### src/rtl/spiclk_pkg.sv
package spiclk_pkg;
  localparam int DIV_W   = 2;
  localparam int BRG_W   = 6;
  localparam int BRG_MIN = 4;
  localparam int RDY_CYC = 2;

  typedef struct packed {
    logic [DIV_W-1:0] div;
    logic [BRG_W-1:0] brg;
    logic             cinv;
  } spiclk_cfg_t;
endpackage

### src/rtl/spiclk_cfg.sv
module spiclk_cfg
  import spiclk_pkg::*;
(
  input  logic             clk,
  input  logic             rst_n,
  input  logic             dev_en,
  input  logic [DIV_W-1:0] div_i,
  input  logic [BRG_W-1:0] brg_i,
  input  logic             cinv_i,
  output spiclk_cfg_t      cfg_o
);
  spiclk_cfg_t cfg_q, cfg_n;
  logic        cap_en;

  assign cap_en = ~dev_en;

  always_comb begin
    cfg_n      = cfg_q;
    cfg_n.div  = div_i;
    cfg_n.brg  = (brg_i < BRG_W'(BRG_MIN)) ? BRG_W'(BRG_MIN) : brg_i;
    cfg_n.cinv = cinv_i;
  end

  always_ff @(posedge clk or negedge rst_n) begin
    if (!rst_n) begin
      cfg_q.div  <= '0;
      cfg_q.brg  <= BRG_W'(BRG_MIN);
      cfg_q.cinv <= 1'b0;
    end else if (cap_en) begin
      cfg_q <= cfg_n;
    end
  end

  assign cfg_o = cfg_q;

  // configuration frozen while enabled
  p_cfg_frozen_r7: assert property (@(posedge clk) disable iff (!rst_n)
    dev_en |=> $stable(cfg_q));
  // captured baud value never below the floor
  p_brg_floor_r3: assert property (@(posedge clk) disable iff (!rst_n)
    cfg_q.brg >= BRG_W'(BRG_MIN));
endmodule

### src/rtl/spiclk_ready.sv
module spiclk_ready #(
  parameter int RDY_CYC = spiclk_pkg::RDY_CYC
) (
  input  logic clk,
  input  logic rst_n,
  input  logic dev_en,
  output logic rdy_o
);
  localparam int RC_W = $clog2(RDY_CYC + 1);

  logic [RC_W-1:0] cnt_q, cnt_n;
  logic            done;

  assign done = (cnt_q == RC_W'(RDY_CYC));

  always_comb begin
    cnt_n = cnt_q;
    if (!dev_en)   cnt_n = '0;
    else if (!done) cnt_n = cnt_q + 1'b1;
  end

  always_ff @(posedge clk or negedge rst_n) begin
    if (!rst_n) cnt_q <= '0;
    else        cnt_q <= cnt_n;
  end

  assign rdy_o = dev_en & done;

  // ready only appears after enable was already sampled high
  p_rdy_after_en_r2: assert property (@(posedge clk) disable iff (!rst_n)
    $rose(rdy_o) |-> $past(dev_en));
endmodule

### src/rtl/spiclk_presc.sv
module spiclk_presc
  import spiclk_pkg::*;
(
  input  logic             clk,
  input  logic             rst_n,
  input  logic             active,
  input  logic [DIV_W-1:0] div_i,
  output logic             tick_o
);
  localparam int PCNT_W = 2 ** DIV_W;

  logic [PCNT_W-1:0] pcnt_q, pcnt_n;
  logic [PCNT_W:0]   lim;
  logic              last;

  assign lim  = (PCNT_W+1)'(2) << div_i;
  assign last = (pcnt_q == PCNT_W'(lim - 1'b1));
  assign tick_o = active & last;

  always_comb begin
    pcnt_n = pcnt_q;
    if (!active)   pcnt_n = '0;
    else if (last) pcnt_n = '0;
    else           pcnt_n = pcnt_q + 1'b1;
  end

  always_ff @(posedge clk or negedge rst_n) begin
    if (!rst_n) pcnt_q <= '0;
    else        pcnt_q <= pcnt_n;
  end

  // prescale count stays below its selected divisor
  p_pcnt_range_r4: assert property (@(posedge clk) disable iff (!rst_n)
    active |-> ({1'b0, pcnt_q} < lim));
endmodule

### src/rtl/spiclk_baud.sv
module spiclk_baud
  import spiclk_pkg::*;
(
  input  logic             clk,
  input  logic             rst_n,
  input  logic             active,
  input  logic             tick_i,
  input  logic [BRG_W-1:0] brg_i,
  output logic             phase_o,
  output logic             lead_o,
  output logic             trail_o
);
  logic [BRG_W-1:0] bcnt_q, bcnt_n;
  logic             phase_q, phase_n;
  logic             lead_q, lead_n, trail_q, trail_n;
  logic             flip;

  assign flip = tick_i & (bcnt_q == brg_i);

  always_comb begin
    bcnt_n  = bcnt_q;
    phase_n = phase_q;
    lead_n  = 1'b0;
    trail_n = 1'b0;
    if (!active) begin
      bcnt_n  = '0;
      phase_n = 1'b0;
    end else if (flip) begin
      bcnt_n  = '0;
      phase_n = ~phase_q;
      lead_n  = ~phase_q;
      trail_n = phase_q;
    end else if (tick_i) begin
      bcnt_n = bcnt_q + 1'b1;
    end
  end

  always_ff @(posedge clk or negedge rst_n) begin
    if (!rst_n) begin
      bcnt_q  <= '0;
      phase_q <= 1'b0;
      lead_q  <= 1'b0;
      trail_q <= 1'b0;
    end else begin
      bcnt_q  <= bcnt_n;
      phase_q <= phase_n;
      lead_q  <= lead_n;
      trail_q <= trail_n;
    end
  end

  assign phase_o = phase_q;
  assign lead_o  = lead_q;
  assign trail_o = trail_q;

  // reload counter never passes the baud value
  p_bcnt_range_r4: assert property (@(posedge clk) disable iff (!rst_n)
    bcnt_q <= brg_i);
  // a leading strobe leaves the phase active, a trailing one idle
  p_lead_phase_r5: assert property (@(posedge clk) disable iff (!rst_n)
    lead_q |-> phase_q);
  p_trail_phase_r5: assert property (@(posedge clk) disable iff (!rst_n)
    trail_q |-> !phase_q);
endmodule

### src/rtl/spiclk_gen.sv
module spiclk_gen
  import spiclk_pkg::*;
#(
  parameter int RDY_DELAY = spiclk_pkg::RDY_CYC
) (
  input  logic             clk,
  input  logic             rst_n,
  input  logic             dev_en,
  input  logic             run,
  input  logic [DIV_W-1:0] presc_i,
  input  logic [BRG_W-1:0] baud_i,
  input  logic             cinv_i,
  output logic             sck_o,
  output logic             lead_stb_o,
  output logic             trail_stb_o,
  output logic             rdy_o
);
  spiclk_cfg_t cfg;
  logic        rdy;
  logic        active;
  logic        tick;
  logic        phase;

  spiclk_cfg u_cfg (
    .clk    (clk),
    .rst_n  (rst_n),
    .dev_en (dev_en),
    .div_i  (presc_i),
    .brg_i  (baud_i),
    .cinv_i (cinv_i),
    .cfg_o  (cfg)
  );

  spiclk_ready #(.RDY_CYC(RDY_DELAY)) u_rdy (
    .clk    (clk),
    .rst_n  (rst_n),
    .dev_en (dev_en),
    .rdy_o  (rdy)
  );

  assign active = run & rdy;

  spiclk_presc u_presc (
    .clk    (clk),
    .rst_n  (rst_n),
    .active (active),
    .div_i  (cfg.div),
    .tick_o (tick)
  );

  spiclk_baud u_baud (
    .clk     (clk),
    .rst_n   (rst_n),
    .active  (active),
    .tick_i  (tick),
    .brg_i   (cfg.brg),
    .phase_o (phase),
    .lead_o  (lead_stb_o),
    .trail_o (trail_stb_o)
  );

  assign sck_o = phase ^ cfg.cinv;
  assign rdy_o = rdy;

  // without run and ready the clock rests and strobes stay low
  p_idle_rest_r6: assert property (@(posedge clk) disable iff (!rst_n)
    !active |=> (sck_o == cfg.cinv) && !lead_stb_o && !trail_stb_o);
  // leading strobe coincides with the non-idle level at the port
  p_lead_level_r5: assert property (@(posedge clk) disable iff (!rst_n)
    lead_stb_o |-> (sck_o != cfg.cinv));
  p_stb_excl_r5: assert property (@(posedge clk) disable iff (!rst_n)
    $onehot0({lead_stb_o, trail_stb_o}));
  // ready drops with enable
  p_rdy_drop_r2: assert property (@(posedge clk) disable iff (!rst_n)
    !dev_en |-> !rdy_o);
endmodule

### config.mk
export PLATFORM = sky130hd
export DESIGN_NAME = spiclk_gen
export DESIGN_NICKNAME = d
export VERILOG_FILES = /design/src/rtl/spiclk_pkg.sv /design/src/rtl/spiclk_cfg.sv /design/src/rtl/spiclk_ready.sv /design/src/rtl/spiclk_presc.sv /design/src/rtl/spiclk_baud.sv /design/src/rtl/spiclk_gen.sv
export SDC_FILE = /design/constraint.sdc
export NUM_CORES = 1
export LEC_CHECK = 0
export BUFFER_PORTS_ARGS = -buffer_cell sky130_fd_sc_hd__clkbuf_2
export CAP_MARGIN = 20
export CORE_MARGIN = 2
export CORE_UTILIZATION = 51
export CTS_CLUSTER_SIZE = 8
export DETAILED_ROUTE_END_ITERATION = 10
export PLACE_DENSITY_LB_ADDON = 0.12
export SYNTH_ARGS = -nofsm -noshare
export SYNTH_HDL_FRONTEND = slang
export SYNTH_HIERARCHICAL = 1
export SYNTH_SLANG_ARGS = --single-unit
### constraint.sdc
create_clock -name clk -period 6.3 [get_ports clk]
set_input_delay 1.575 -clock clk [delete_from_list [all_inputs] [get_ports clk]]
set_output_delay 1.575 -clock clk [all_outputs]
set_load 0.05 [all_outputs]
==> metrics.txt <==
outcome complete, no violations; Fmax 253 MHz; RSZ-0062 raised after global routing false; largest family of logic cells by synthesized area simple AND/OR/NAND/NOR gates; Worst Setup Path Type input pin to primary output; Die W 53.6 µm; Worst Tran Pin Value 0.596 ns; First DRT Iteration DRCs 5; Post-synth ARST share 100%; CP required 4.72 ns; Hold WS 0.545 ns; port bufs 16; post-CTS repair timing setup buffer count 0; vias in the first global route 788; Sink Count 24; Initial Utilization 55.1%; Tot Pwr 0.311 mW; Worst R2R End u_baud/bcnt_q[5]; Synth Instances 102; Stages on worst setup path 3; Tmin final 3.95 ns; top_reg_cell synth dfrtp_1; # nets final 137; R2R Setup Slk 3.97 ns; Crit-path slowest cell clkbuf_2; die area 2870 µm²; DR vias/cell 5.36; routed via count 794; CP Launch Type input pin; cts hold-fix bufs 0; Clock Latency Late Sink 0.31 ns; top-area cell type share of the netlist area 45.9%; Die Ht 53.6 µm; # diodes 0; Final Core Density 60.6%; P&R area growth vs syn 10.1%; Core Area 2280 µm²; Max IR drop VDD 145 µV; element type at the critical path end primary output; worst path bufs/invs 2; Post-Synth Simple-Gate Area 21.1%; TritonCTS Buffers 3; drt pass-1 iters 4; Crit path top cell by count clkbuf_2; Fin. Hold Viols 0; DP HPWL 1.51 mm; P per Cell Area 225 nW/µm²; fin crit share 62.7%; critical path startpoint dev_en; Synth area leader dfrtp_1; Max-Cap Viols 0; Worst Reg2Reg Path Length in Cells 9; Yosys reg bits 24; Core Rows 17; Post-Synth XOR/XNOR Area 10.5%; IO Pins 17; largest net degree at the start of global routing 25; CP Data Arrival Time 2.38 ns; hold crit path type flip-flop to flip-flop; post-synth cell types 37; syn_area_per_cell 12.3 µm²; slew margin rel. 60.3%; top-count cell post-synth dfrtp_1; post-synthesis mux area share 8.78%; final setup vio count 0; initial antenna violation count 0; Clock Skew 0.00478 ns; sequential area share after synthesis 48.0%; TritonCTS clock tree done; first-pass GRT wire length 3.64 mm; number of synthesized flops with an enable pin 0; fillers 196; synthesized cell area 1250 µm²; Finished Cell Area 1380 µm²; setup TNS 0 ns; final-report max-slew violation count 0; CP cell instances clkbuf_2 -> and2_2 -> clkbuf_2; Crit path largest cell delay 0.31 ns; detailed-route wire length 2.08 mm; gpl congestion 0.752; largest fanout on the critical path 14; Leak Pwr 0.609 nW; CTS clock-pin slew for the worst setup and hold paths 0.12 ns; leading cell types by count after synthesis dfrtp_1, xnor2_1, nand2_1, xor2_1, mux2_4; layout cells sized above 1 30.0%; syn nets 118; H-tree levels 1; Synth Warn # 6; CTS Root Cell clkbuf_4; area post-placement 1350 µm²; gr usage total 17.6%; Routed WL per cell 14.0 µm; Synth Area in Adders 2.99%; Synth Area in Compound Gates 6.89%; CTS resizes 0; R2R Path Start u_rdy/cnt_q[0]; aggregate global routing overflow 0; CP top delay family buffers and inverters; ANT nets after route 0; # DRC 0; CP endpoint rdy_o; maximum clock path buffer count 2; Area contributors post-synth dfrtp_1, mux2_4, xnor2_1, xor2_1, ha_1
## power by group
part           internal [mW]  leakage, nW  switching (mW)
Sequential             0.167        0.312         0.00975
Combinational         0.0316        0.282          0.0333
Clock                 0.0247       0.0150          0.0447
## flip-flops by register name (all words and copies together), names as in the netlist
register        flops
u_baud/bcnt_q       6
u_cfg/cfg_o         9
u_presc/pcnt_q      4
u_baud/trail_o      1
u_rdy/cnt_q         2
u_baud/phase_o      1
u_baud/lead_o       1
## cells by family after synthesis
group,after synthesis
buffers and inverters,4
AO/OA/AOI/OAI,9
multiplexers,8
AND/OR/NAND/NOR,39
XOR/XNOR,15
flip-flops,24
adder cells (fa/ha/maj),3
## through the flow
step	setup WS [ns]	instances
3_3_place_gp	2.37	144
3_5_place_dp	2.34	144
4_1_cts	2.34	148
6_report	2.35	148
2_1_floorplan	2.87	102
5_1_grt	2.31	148
## area by class of cell
class / count / area (µm²) / area share (%)
well taps: 28 / 35.0 / 2.54
repair buffers: 16 / 80.1 / 5.80
multi-input cells: 74 / 629 / 45.6
inverters: 2 / 7.51 / 0.544
clock buffers: 4 / 26.3 / 1.90
flip-flops and latches: 24 / 602 / 43.6
## placed cells by master, fill, tap and decap left out, types with 2 or more instances in the layout
master / count
dfrtp_1: 23
clkbuf_2: 16
xnor2_1: 8
xor2_1: 7
nand2_1: 7
mux2_4: 6
nor3b_1: 4
clkbuf_4: 3
nand3_1: 3
nand3b_1: 3
ha_1: 3
nor3_1: 3
and2_1: 2
o21ai_0: 2
nand4_1: 2
nor2_1: 2
mux2i_1: 2
a21oi_1: 2
inv_1: 2
nor4_1: 2
## worst min-delay path by stage
stage	startpoint	endpoint	slack [ns]	cells past startpoint
floorplan	u_presc/pcnt_q[0]	u_presc/pcnt_q[0]	0.48	1
global placement	u_rdy/cnt_q[1]	u_rdy/cnt_q[1]	0.52	2
detailed placement	u_presc/pcnt_q[0]	u_presc/pcnt_q[0]	0.53	1
CTS	u_presc/pcnt_q[0]	u_presc/pcnt_q[0]	0.55	1
global route	u_rdy/cnt_q[1]	u_rdy/cnt_q[1]	0.58	2
finish	u_presc/pcnt_q[0]	u_presc/pcnt_q[0]	0.55	1
## routing by layer
metal	track usage, %	share of wire [%]
met5	0	0
met1	24.6	48
met2	27.8	49
met4	6.41	0.58
met3	2.50	3.0
(Power assumes the default switching activity.)
